==> config.mk <==
export PLATFORM = sky130hd
export DESIGN_NAME = pin_nand_tree
export DESIGN_NICKNAME = d
export VERILOG_FILES = /design/src/rtl/nand_tree_pkg.sv /design/src/rtl/ntree_mode_detect.sv /design/src/rtl/ntree_oe_gate.sv /design/src/rtl/ntree_stage_chain.sv /design/src/rtl/pin_nand_tree.sv
export SDC_FILE = /design/constraint.sdc
export NUM_CORES = 1
export LEC_CHECK = 0
export CAP_MARGIN = 20
export CORE_AREA = 2 2 39 41
export DETAILED_ROUTE_END_ITERATION = 10
export DIE_AREA = 0 0 41 43
export PLACE_DENSITY = 0.78
export SETUP_SLACK_MARGIN = 0.3
export SYNTH_ARGS = -nofsm -noshare
export SYNTH_HDL_FRONTEND = slang
export SYNTH_SLANG_ARGS = --single-unit
export TNS_END_PERCENT = 10
==> constraint.sdc <==
create_clock -name vclk -period 1.5
set_clock_uncertainty 0.1 [all_clocks]
set_input_delay 0.3 -clock vclk [all_inputs]
set_output_delay 0.3 -clock vclk [all_outputs]
set_load 0.03 [all_outputs]
==> src/rtl/nand_tree_pkg.sv <==
package nand_tree_pkg;

   // Which end of the pin vector feeds chain position 0
   typedef enum logic {
      CHAIN_LSB_FIRST = 1'b0,
      CHAIN_MSB_FIRST = 1'b1
   } chain_order_e;

endpackage

==> src/rtl/ntree_mode_detect.sv <==
module ntree_mode_detect #(
   parameter bit RST_ACTIVE_LOW = 1'b1
) (
   input  logic rst_in,
   output logic test_mode
);

   generate
      if (RST_ACTIVE_LOW) begin : g_low
         assign test_mode = ~rst_in;
      end else begin : g_high
         assign test_mode = rst_in;
      end
   endgenerate

endmodule

==> src/rtl/ntree_oe_gate.sv <==
module ntree_oe_gate #(
   parameter int unsigned NUM_PINS = 16
) (
   input  logic                test_mode,
   input  logic [NUM_PINS-1:0] func_oe,
   output logic [NUM_PINS-1:0] pin_oe
);

   generate
      for (genvar i = 0; i < NUM_PINS; i++) begin : g_bit
         assign pin_oe[i] = func_oe[i] & ~test_mode;
      end
   endgenerate

endmodule

==> src/rtl/ntree_stage_chain.sv <==
module ntree_stage_chain
   import nand_tree_pkg::*;
#(
   parameter int unsigned  NUM_PINS    = 16,
   parameter chain_order_e CHAIN_ORDER = CHAIN_LSB_FIRST
) (
   input  logic [NUM_PINS-1:0] pin_in,
   output logic                chain_end
);

   localparam int unsigned LAST = NUM_PINS - 1;

   logic [NUM_PINS-1:0] ordered;
   logic [NUM_PINS-1:0] stage;

   generate
      for (genvar k = 0; k < NUM_PINS; k++) begin : g_order
         if (CHAIN_ORDER == CHAIN_MSB_FIRST) begin : g_msb
            assign ordered[k] = pin_in[LAST-k];
         end else begin : g_lsb
            assign ordered[k] = pin_in[k];
         end
      end

      assign stage[0] = ordered[0];
      for (genvar k = 1; k < NUM_PINS; k++) begin : g_stage
         assign stage[k] = ~(stage[k-1] & ordered[k]);
      end
   endgenerate

   assign chain_end = stage[LAST];

endmodule

==> src/rtl/pin_nand_tree.sv <==
module pin_nand_tree
   import nand_tree_pkg::*;
#(
   parameter int unsigned  NUM_PINS       = 16,
   parameter bit           RST_ACTIVE_LOW = 1'b1,
   parameter chain_order_e CHAIN_ORDER    = CHAIN_LSB_FIRST
) (
   input  logic                rst_in,
   input  logic [NUM_PINS-1:0] func_oe,
   input  logic [NUM_PINS-1:0] pin_in,
   output logic [NUM_PINS-1:0] pin_oe,
   output logic                tree_out
);

   localparam logic ALL_HIGH_RESULT = NUM_PINS[0];

   // elaboration-time parameter check
   generate
      if (NUM_PINS < 2) begin : g_bad_count
         $error("pin_nand_tree: NUM_PINS must be at least 2");
      end
   endgenerate

   logic test_mode;
   logic chain_end;

   ntree_mode_detect #(
      .RST_ACTIVE_LOW (RST_ACTIVE_LOW)
   ) u_mode (
      .rst_in    (rst_in),
      .test_mode (test_mode)
   );

   ntree_oe_gate #(
      .NUM_PINS (NUM_PINS)
   ) u_oe (
      .test_mode (test_mode),
      .func_oe   (func_oe),
      .pin_oe    (pin_oe)
   );

   ntree_stage_chain #(
      .NUM_PINS    (NUM_PINS),
      .CHAIN_ORDER (CHAIN_ORDER)
   ) u_chain (
      .pin_in    (pin_in),
      .chain_end (chain_end)
   );

   assign tree_out = test_mode & chain_end;

   always_comb begin
      if (test_mode) begin
         AST_OE_FORCED_OFF: assert (pin_oe == '0);
      end
      if (!test_mode) begin
         AST_OE_PASSTHRU: assert (pin_oe == func_oe);
         AST_RESULT_IDLE: assert (tree_out == 1'b0);
      end
      if (test_mode && (&pin_in)) begin
         AST_ALL_HIGH_RESULT: assert (tree_out == ALL_HIGH_RESULT);
      end
      if (test_mode && (pin_in == '0)) begin
         AST_ALL_LOW_RESULT: assert (tree_out == 1'b1);
      end
   end

endmodule

# After elaboration in Yosys (flattened, before gate mapping)
# Index checks and enable logic that the tools add are counted.
[totals] reg_bits=0 in_bits=33 output_inout_bits=17 word_cells=48
[op_classes] bitwise_logic=48
[ops] operator="bitwise AND 1 bit" n=32
[ops] operator="inverter 1 bit" n=16

# Depth between registers and ports, before layout
# Gate-level depths: netlist of the first run.
[depth] ltp_word=31 depth_mapped=4 depth_no_buf=4

# Cells and area by module
# Synthesis of the first run repeated with hierarchy kept, for this count alone.
[hier_totals] hier_cells=30 area_unflattened_um2=229.0
[modules_own_cells] mod="ntree_oe_gate" area_each_um2=143.9 instances=1 seq_area_each_um2=0.0 cells_per_inst=17
[modules_own_cells] mod="ntree_stage_chain" area_each_um2=75.1 instances=1 seq_area_each_um2=0.0 cells_per_inst=11
[modules_own_cells] mod="pin_nand_tree" area_each_um2=6.3 instances=1 seq_area_each_um2=0.0 cells_per_inst=1
[modules_own_cells] mod="ntree_mode_detect" area_each_um2=3.8 instances=1 seq_area_each_um2=0.0 cells_per_inst=1

# Worst setup path before layout of the first run
# Ideal clock, no wire load.
[synth_path] kind="input -> output" start="input pin_in[5]" end="output tree_out" path_slack_ps=-112 arrival_time_ps=1212 n_path_buf=0 path_stages=4 t_required_ps=1100 cell_sequence="inv_1 -> o21ai_1 -> a211o_1 -> a221oi_2"
[synth_between] elab_chain_cells=23
[synth_lines] item="start, declared" line_no="pin_nand_tree.sv:10" rtl="input logic [NUM_PINS-1:0] pin_in,"
[synth_lines] item="bitwise AND 1 bit" line_no="ntree_stage_chain.sv:27" rtl="assign stage[k] = ~(stage[k-1] & ordered[k]);"
[synth_lines] item="inverter 1 bit" line_no="ntree_stage_chain.sv:27"
[synth_lines] item="bitwise AND 1 bit" line_no="ntree_stage_chain.sv:27"
[synth_lines] item="inverter 1 bit" line_no="ntree_stage_chain.sv:27"
[synth_lines] item="bitwise AND 1 bit" line_no="ntree_stage_chain.sv:27"
[synth_lines] item="inverter 1 bit" line_no="ntree_stage_chain.sv:27"
[synth_lines] item="bitwise AND 1 bit" line_no="ntree_stage_chain.sv:27"
[synth_lines] item="inverter 1 bit" line_no="ntree_stage_chain.sv:27"
[synth_lines] item="[7 not listed]"
[synth_lines] item="inverter 1 bit" line_no="ntree_stage_chain.sv:27"
[synth_lines] item="bitwise AND 1 bit" line_no="ntree_stage_chain.sv:27"
[synth_lines] item="inverter 1 bit" line_no="ntree_stage_chain.sv:27"
[synth_lines] item="bitwise AND 1 bit" line_no="ntree_stage_chain.sv:27"
[synth_lines] item="inverter 1 bit" line_no="ntree_stage_chain.sv:27"
[synth_lines] item="bitwise AND 1 bit" line_no="ntree_stage_chain.sv:27"
[synth_lines] item="inverter 1 bit" line_no="ntree_stage_chain.sv:27"
[synth_lines] item="bitwise AND 1 bit" line_no="pin_nand_tree.sv:50" rtl="assign tree_out = test_mode & chain_end;"
[synth_lines] item="end, declared" line_no="pin_nand_tree.sv:12" rtl="output logic tree_out"
# No other way between the ends.

# Worst setup path after layout of the first run
# Ends and elaborated chain as after synthesis.

==> results of run 1 <==
layout make-up:
class / instances / area [um2]
fillers: 105 / 509.2
repair buffers: 53 / 594.3
well taps: 16 / 20.02
multi-input cells: 26 / 236.5
inverters: 3 / 23.77
stage by stage:
step / hold slack [ns] / TNS [ns]
finish: 0.8325 / -0.08705
detailed placement: 1.192 / -2.637
CTS: 0.9527 / -1.804
global placement: 1.190 / -2.563
floorplan: 0.5840 / 0
global route: 0.8467 / -0.1343
power by group through the flow:
stage | registers, mW | clock network, mW | logic (mW)
final | 0 | 0 | 0.261
after global routing | 0 | 0 | 0.275
after CTS | 0 | 0 | 0.234
after detailed placement | 0 | 0 | 0.221
after global placement | 0 | 0 | 0.219
after floorplan | 0 | 0 | 0.0854
critical path: stages:
cell	delay (ns)
buf_8	0.11
clkinv_8	0.03
o21ai_2	0.04
a211o_1	0.29
a221oi_4	0.26
buf_6	0.16
per-layer routing:
metal	share of wire (%)	track usage, %	up-vias
met3	26	6.806	0
met4	0	0	0
met5	0	0	-
li1	-	-	201
met2	39	18.75	45
met1	34	12.66	173
placed cells by master, fill, tap and decap left out, drive strengths merged, types with 2 or more instances in the layout:
master / netlist / routed
inv: 3 / 2
nand2: 2 / 2
a21oi: 2 / 2
buf: 0 / 31
and2: 16 / 16
nand3: 2 / 2
dlymetal6s2s: 0 / 18
o21ai: 2 / 2
dlygate4sd2: 0 / 3
what timing repair did:
item	in CTS	in global routing
gates resized for setup	67	50
pin swaps	8	16
gates cloned	0	1
endpoints found under the setup margin	17	17
kinds of logic after synthesis:
logic type,synth area share [%]
buf+inv,8.508
simple gates,66.67
compound gates,24.82
path summary, 6_finish.rpt:
check             slack, ns    endpoint        start
setup / recovery      -0.09    tree_out    pin_in[5]
hold / removal         0.83  pin_oe[15]  func_oe[15]
==> run_results.csv, run 1 <==
group,metric,value,unit
run_status,status,"finished, violations left",
run_status,failed_checks,"setup timing",
logic_synthesis,synthCells,30,
routing,dr.pass1.iters,1,
sta,fmax,630.1,MHz
sta,setup_viol,1,
finish,stdcell_area,874.6,um2
routing,drc_errors,0,
logic_synthesis,yosysTopAreaCellShare,56.74,%
routing,vias_per_cell,4.276,
flow_run,maxCapViolations,0,
die,dieArea,1763,um2
finish,numSequentialCells,0,
routing,vias,419,
power,switching_power,107.0,uW
power,p_int,153.7,uW
finish,insertedDiodeCount,0,
sta,finalCriticalPeriod,1.587,ns
global_route,grt_overflow,0,
setup_path,critPathRequiredTime,1.10,ns
placement,pre_cts_ws,-0.5650,ns
setup_path,arrival,1.19,ns
die,die_w,41,um
logic_synthesis,yosysWarnings,0,
logic_synthesis,syn_nets,63,
logic_synthesis,synth_area_per_cell,5.881,um2
finish,area.growth.synth_to_final,395.7,%
routing,wl_per_cell,11.92,um
placement,port_buffers,50,
global_route,grt_max_degree,18,
power,pwr-share-seq,0,%
finish,clock_buffers,0,
routing,drtIter0Drc,0,
routing,wirelength,1.168,mm
finish,ff_latch_area,0,um2
logic_synthesis,synthDistinctLibCells,10,
power,switching_share,41.05,%
placement,placed_cells,97,
global_route,antenna_found_initial,0,
global_route,first_global_vias,423,
sta,rsz0062_at_grt,"yes",
die,coreArea,1384,um2
placement,dpl_cell_area,696.9,um2
finish,drive_gt1_share,69.51,%
logic_synthesis,synth_area_leader_cell,"and2_1",
setup_path,start_kind,"input pin",
sta,slew_viol_final,0,
finish,fin_nets,117,
die,io_pins,50,
sta,min_period_over_period,105.8,%
setup_path,critPathMaxFanout,2,
setup_path,critPathKind,"input pin to output port",
sta,finalHoldViolCount,0,
placement,hpwl,851.9,um
placement,place_congestion,0.6139,
hold_path,min_path_cells,3,
power,p_comb_share,100.0,%
logic_synthesis,synth-seq-area-share,0,%
routing,ant_nets,0,
power,p_per_area,298.2,nW/um2
logic_synthesis,synth_area_leaders,"and2_1 57%, a221oi_2 8.5%, inv_1 6.4%, a21oi_1 5.7%, nand3_1 5.7%",
clock_network,cts_hold_buf,0,
setup_path,endpoint_kind,"output port",
logic_synthesis,synthTopCellsByCount,"16 x and2_1, 3 x inv_1, 2 x a21oi_1, 2 x nand2_1, 2 x nand3_1",
sta,finalWorstSetupSlack,-0.08705,ns
power,ir_worst_vdd,0.1763,mV
die,initial_utilization,12.75,%
sta,worstMarginPinSlew,0.2005,ns
power,finalPower,260.8,uW
finish,instances_no_fill,98,
logic_synthesis,synth.most_common_cell,"and2_1",
logic_synthesis,synthesis.area,176.4,um2
global_route,grt_pass1_wl,1.497,mm
power,leakagePower,0.5519,nW
global_route,globalRouteTotalUtil,11.29,%
die,die_h,43,um
die,rows,14,
hold_path,hp-class,"input pin to output port",
sta,slew_headroom,86.64,%
finish,utilization,63.20,%
clock_network,cts_setup_buffers,0,
power,clkPwrFrac,0,%
(Power assumes the default switching activity.)
==> run 2, diff against run 1 <==
--- a/config.mk
+++ b/config.mk
@@ -9,9 +9,10 @@
 export CORE_AREA = 2 2 39 41
 export DETAILED_ROUTE_END_ITERATION = 10
 export DIE_AREA = 0 0 41 43
-export PLACE_DENSITY = 0.78
+export PLACE_DENSITY = 0.82
 export SETUP_SLACK_MARGIN = 0.3
 export SYNTH_ARGS = -nofsm -noshare
 export SYNTH_HDL_FRONTEND = slang
+export SYNTH_HIERARCHICAL = 1
 export SYNTH_SLANG_ARGS = --single-unit
 export TNS_END_PERCENT = 10
==> run 2 against run 1 <==
Global-route usage is 1.2 points lower. Critical endpoint unchanged. Count of clock-buffer cells in the layout stayed put. Final cell count is 1.0% lower. Largest power group unchanged. Critical path type unchanged. Worst setup slack worse by 0.10 ns. Total power is 6.9% lower. The flow still finishes with violations (setup timing). Routed wire length is 13% lower.
==> run_results.csv, run 2 <==
group,metric,value,unit
global_route,grt_pass1_wl,1.317,mm
setup_path,critPathKind,"input pin to output port",
finish,instances_no_fill,97,
logic_synthesis,synthDistinctLibCells,12,
finish,mostFrequentLayoutCells,"17 x buf_6, 11 x dlymetal6s2s_1, 8 x nor2b_4, 7 x clkdlybuf4s15_1, 6 x and2b_2",
finish,drive_gt1_share,54.32,%
finish,area.growth.synth_to_final,265.6,%
global_route,antenna_found_initial,0,
sta,slew_headroom,89.18,%
die,dieArea,1763,um2
sta,worstMarginPinSlew,0.1606,ns
setup_path,start_kind,"input pin",
setup_path,crit_start,"pin_in[1]",
routing,drtIter0Drc,0,
logic_synthesis,synth_compound_area_share,16.94,%
setup_path,critPathRequiredTime,1.10,ns
setup_path,critPathMaxFanout,1,
finish,insertedDiodeCount,0,
placement,hpwl,837,um
logic_synthesis,yosysTopAreaCellShare,26.78,%
logic_synthesis,syn_nets,63,
sta,finalCriticalPeriod,1.688,ns
logic_synthesis,synth_area_per_cell,7.632,um2
logic_synthesis,synthesis.area,229.0,um2
logic_synthesis,synth.most_common_cell,"nor2b_2",
finish,final_common_cell,"buf_6",
finish,numSequentialCells,0,
global_route,grt_max_degree,11,
routing,wirelength,1.011,mm
placement,port_buffers,50,
sta,finalHoldViolCount,0,
placement,place_congestion,0.5717,
global_route,grt_overflow,0,
routing,vias_per_cell,4.289,
logic_synthesis,synth_top_family_by_area,"simple AND/OR/NAND/NOR gates",
finish,fin_nets,116,
hold_path,hp-class,"input pin to output port",
finish,clock_buffers,0,
logic_synthesis,synthCells,30,
die,coreArea,1384,um2
logic_synthesis,synthAdderAreaFrac,0,%
die,die_h,43,um
die,initial_utilization,16.55,%
power,ir_worst_vdd,0.1067,mV
sta,slew_viol_final,0,
sta,setup_viol,1,
logic_synthesis,yosysWarnings,6,
logic_synthesis,synth-seq-area-share,0,%
routing,wl_per_cell,10.42,um
sta,rsz0062_at_grt,"yes",
die,io_pins,50,
placement,placed_cells,97,
sta,min_period_over_period,112.5,%
run_status,failed_checks,"setup timing",
logic_synthesis,synthMuxAreaShare,0,%
setup_path,critPathCapture,"tree_out",
setup_path,arrival,1.29,ns
logic_synthesis,synth_area_leaders,"nor2b_2 27%, and2b_2 23%, nor2b_1 14%, buf_6 4.9%, inv_1 4.9%",
die,die_w,41,um
clock_network,cts_setup_buffers,0,
logic_synthesis,synthTopCellsByCount,"7 x nor2b_2, 6 x and2b_2, 5 x nor2b_1",
routing,ant_nets,0,
power,p_per_area,290.0,nW/um2
routing,drc_errors,0,
flow_run,maxCapViolations,0,
finish,ff_latch_area,0,um2
setup_path,endpoint_kind,"output port",
run_status,status,"finished, violations left",
clock_network,cts_hold_buf,0,
power,leakagePower,0.5013,nW
routing,dr.pass1.iters,1,
logic_synthesis,synth_xor_area_share,0,%
routing,vias,416,
sta,fin_hold_ws,0.8425,ns
logic_synthesis,yosys.area_share.simple,73.22,%
die,rows,14,
sta,finalWorstSetupSlack,-0.1875,ns
logic_synthesis,synth_area_leader_cell,"nor2b_2",
sta,fmax,592.6,MHz
global_route,first_global_vias,368,
global_route,globalRouteTotalUtil,10.09,%
run 2: changes by cell type in the layout (fill, tap and decap cells not counted), sizes merged, moves of 2 or more:
cell	change
clkdlybuf4s15	+7
buf	-6
and2	-15
a21oi	-2
and2b	+6
clkdlybuf4s50	+3
dlymetal6s2s	-7
nor2b	+12
nand2	-2
run 2: cell families (layout without fill, tap and decap cells):
| logic type | count (synthesis) | after routing |
|---|---|---|
| simple gates | 21 | 21 |
| buf+inv | 4 | 55 |
| compound gates | 5 | 5 |
run 2: worst min path at each step:
stage,end,slack (ns),cells after the start,from
finish,pin_oe[14],0.84,3,func_oe[14]
CTS,pin_oe[3],0.91,3,func_oe[3]
global route,pin_oe[8],0.87,3,func_oe[8]
global placement,pin_oe[0],1.17,3,func_oe[0]
detailed placement,pin_oe[7],1.18,3,func_oe[7]
floorplan,pin_oe[10],0.69,1,func_oe[10]
run 2: stage by stage:
stage	setup TNS (ns)	utilization (%)	power [mW]	setup WS (ns)	instance area (um2)
4_1_cts	-0.2283	55.70	0.2326	-0.2283	770.7
5_1_grt	-0.2541	60.49	0.2575	-0.2541	837.1
3_3_place_gp	-3.484	51.54	0.2199	-0.5712	713.2
3_5_place_dp	-3.706	51.54	0.2225	-0.5998	713.2
6_report	-0.1875	60.49	0.2428	-0.1875	837.1
2_1_floorplan	-0.007332	-	0.09555	-0.007332	231.5
run 2: critical path, stage by stage:
cell and delay (ns):
buf_6 0.09, a21bo_1 0.18, a311o_1 0.26, a32oi_1 0.19, and2_4 0.16, buf_6 0.12
run 2: cell type report:
class,instances,area (um2)
tap,16,20.02
multi-input combinational,26,251.5
fill,121,546.8
timing repair buffer,52,546.8
inverter,3,18.77
run 2: per-layer routing:
layer	routed length (um)	vias up	share of wire [%]	global-route usage [%]
met4	0	0	0	0
met5	0	-	0	0
li1	-	200	-	-
met2	553	35	55	22.19
met1	313	181	31	9.177
met3	144	0	14	0.5236
run 2: timing repair:
item / in CTS / in global routing
pin swaps: 6 / 3
gates resized for setup: 63 / 28
hold endpoints to repair: 0 / 0
endpoints found under the setup margin: 17 / 17
run 2: report_power, final:
group | switching [mW] | leakage (nW) | internal, mW
clock | 0 | 0 | 0
combinational | 0.100 | 0.501 | 0.142
sequential | 0 | 0 | 0
==> run 3, diff against run 2 <==
--- a/config.mk
+++ b/config.mk
@@ -9,6 +9,7 @@
 export CORE_AREA = 2 2 39 41
 export DETAILED_ROUTE_END_ITERATION = 10
 export DIE_AREA = 0 0 41 43
+export MAX_ROUTING_LAYER = met4
 export PLACE_DENSITY = 0.82
 export SETUP_SLACK_MARGIN = 0.3
 export SYNTH_ARGS = -nofsm -noshare
==> run 3 against run 2 <==
The run still ends with setup timing left. Total power hardly changed. Via count did not move. Count of clock-buffer cells in the layout did not move. Largest cell class unchanged. Combinational power about the same. Worst setup slack hardly changed. Maximum frequency about the same. Worst hold slack did not move. Design area is the same. First-iteration DRC count unchanged. Routed wire length unchanged. Sequential cell count is the same.
==> run_results.csv, run 3 (synthesized netlist as in run 2, its figures left out) <==
group,metric,value,unit
run_status,status,"finished, violations left",
run_status,failed_checks,"setup timing",
sta,min_period_over_period,112.5,%
global_route,antenna_found_initial,0,
sta,fmax,592.6,MHz
setup_path,endpoint_kind,"output port",
placement,port_buffers,50,
routing,vias,416,
placement,placed_cells,97,
finish,instances_no_fill,97,
global_route,grt_use_met2,22.19,%
routing,drc_errors,0,
flow_run,maxCapViolations,0,
finish,ff_latch_area,0,um2
setup_path,cp_common_cell,"buf_6",
setup_path,arrival,1.29,ns
sta,finalCriticalPeriod,1.688,ns
die,die_w,41,um
sta,slew_headroom,89.00,%
setup_path,worst-path-buf-inv,2,
routing,drtIter0Drc,0,
global_route,globalRouteTotalUtil,10.34,%
setup_path,critPathMaxFanout,1,
global_route,top_usage_layer,"met2",
setup_path,crit_chain,"buf_6, a21bo_1, a311o_1, a32oi_1, and2_4, buf_6",
sta,finalWorstSetupSlack,-0.1875,ns
finish,clock_buffers,0,
setup_path,critPathKind,"input pin to output port",
finish,insertedDiodeCount,0,
die,io_pins,50,
routing,dr.pass1.iters,1,
die,coreArea,1384,um2
die,dieArea,1763,um2
power,leakagePower,0.5013,nW
finish,mostFrequentLayoutCells,"17 x buf_6, 11 x dlymetal6s2s_1, 8 x nor2b_4, 7 x clkdlybuf4s15_1, 6 x and2b_2",
sta,worstMarginPinSlew,0.1633,ns
hold_path,min_path_cells,3,
power,ir_worst_vdd,0.1068,mV
placement,hpwl,837,um
routing,wl_per_cell,10.42,um
power,p_per_area,290.1,nW/um2
finish,stdcell_area,837.1,um2
placement,place_congestion,0.5745,
sta,setup_viol,1,
finish,area.growth.synth_to_final,265.6,%
sta,finalHoldViolCount,0,
setup_path,cp_slowest_cell,"a311o_1",
hold_path,whs_endpoint,"pin_oe[14]",
clock_network,cts_hold_buf,0,
die,initial_utilization,16.55,%
finish,final_common_cell,"buf_6",
finish,fin_nets,116,
finish,numSequentialCells,0,
placement,pre_cts_ws,-0.5998,ns
setup_path,start_kind,"input pin",
sta,rsz0062_at_grt,"yes",
global_route,grt_overflow,0,
global_route,grt_use_met1,9.494,%
die,die_h,43,um
global_route,first_global_vias,368,
routing,vias_per_cell,4.289,
hold_path,worstHoldStart,"func_oe[14]",
placement,dpl_cell_area,713.2,um2
global_route,grt_max_degree,11,
setup_path,crit_family,"compound AO/OA/AOI/OAI gates",
routing,wirelength,1.011,mm
setup_path,critPathRequiredTime,1.10,ns
sta,finalSetupTns,-0.1875,ns
finish,drive_gt1_share,54.32,%
setup_path,cp_slowest_stage_delay,0.26,ns
global_route,grt_pass1_wl,1.317,mm
sta,slew_viol_final,0,
clock_network,cts_setup_buffers,0,
routing,ant_nets,0,
global_route,use_met3,0,%
hold_path,hp-class,"input pin to output port",
die,rows,14,
run 3: cell counts in the layout (fill, tap and decap cells not counted):
No cell type changed its count.
run 3: metrics by stage:
stage	util (%)	total power, mW	hold slack, ns
floorplan	-	0.09555	0.6900
global placement	51.54	0.2199	1.172
detailed placement	51.54	0.2225	1.176
CTS	55.70	0.2326	0.9119
global route	60.49	0.2575	0.8677
finish	60.49	0.2428	0.8425
run 3: repair_timing:
item / in CTS / in global routing
setup endpoints to repair: 17 / 17
gates resized for setup: 63 / 28
pin swaps: 6 / 3
hold endpoints to repair: 0 / 0
run 3: layout make-up:
cell class | count | area (um2)
repair buffers | 52 | 546.8
fillers | 121 | 546.8
multi-input cells | 26 | 251.5
well taps | 16 | 20.02
inverters | 3 | 18.77
run 3: worst max-delay path by stage:
stage                    from        to  slack, ns  cells past startpoint
floorplan           pin_in[2]  tree_out     -0.007                      4
global placement    pin_in[2]  tree_out      -0.57                      6
detailed placement  pin_in[2]  tree_out      -0.60                      6
CTS                 pin_in[1]  tree_out      -0.23                      6
global route        pin_in[1]  tree_out      -0.25                      6
finish              pin_in[1]  tree_out      -0.19                      6
run 3: report_power, final:
part	leakage [nW]	total [mW]	internal, mW	switching, mW
Clock	0	0	0	0
Combinational	0.501	0.243	0.142	0.101
Sequential	0	0	0	0
Total	0.501	0.243	0.142	0.101
run 3: layer usage:
| layer | wire length [um] | vias up |
|---|---|---|
| met4 | 0 | 0 |
| met3 | 137 | 0 |
| met2 | 552 | 35 |
| met1 | 320 | 181 |
| li1 | - | 200 |
| met5 | 0 | - |
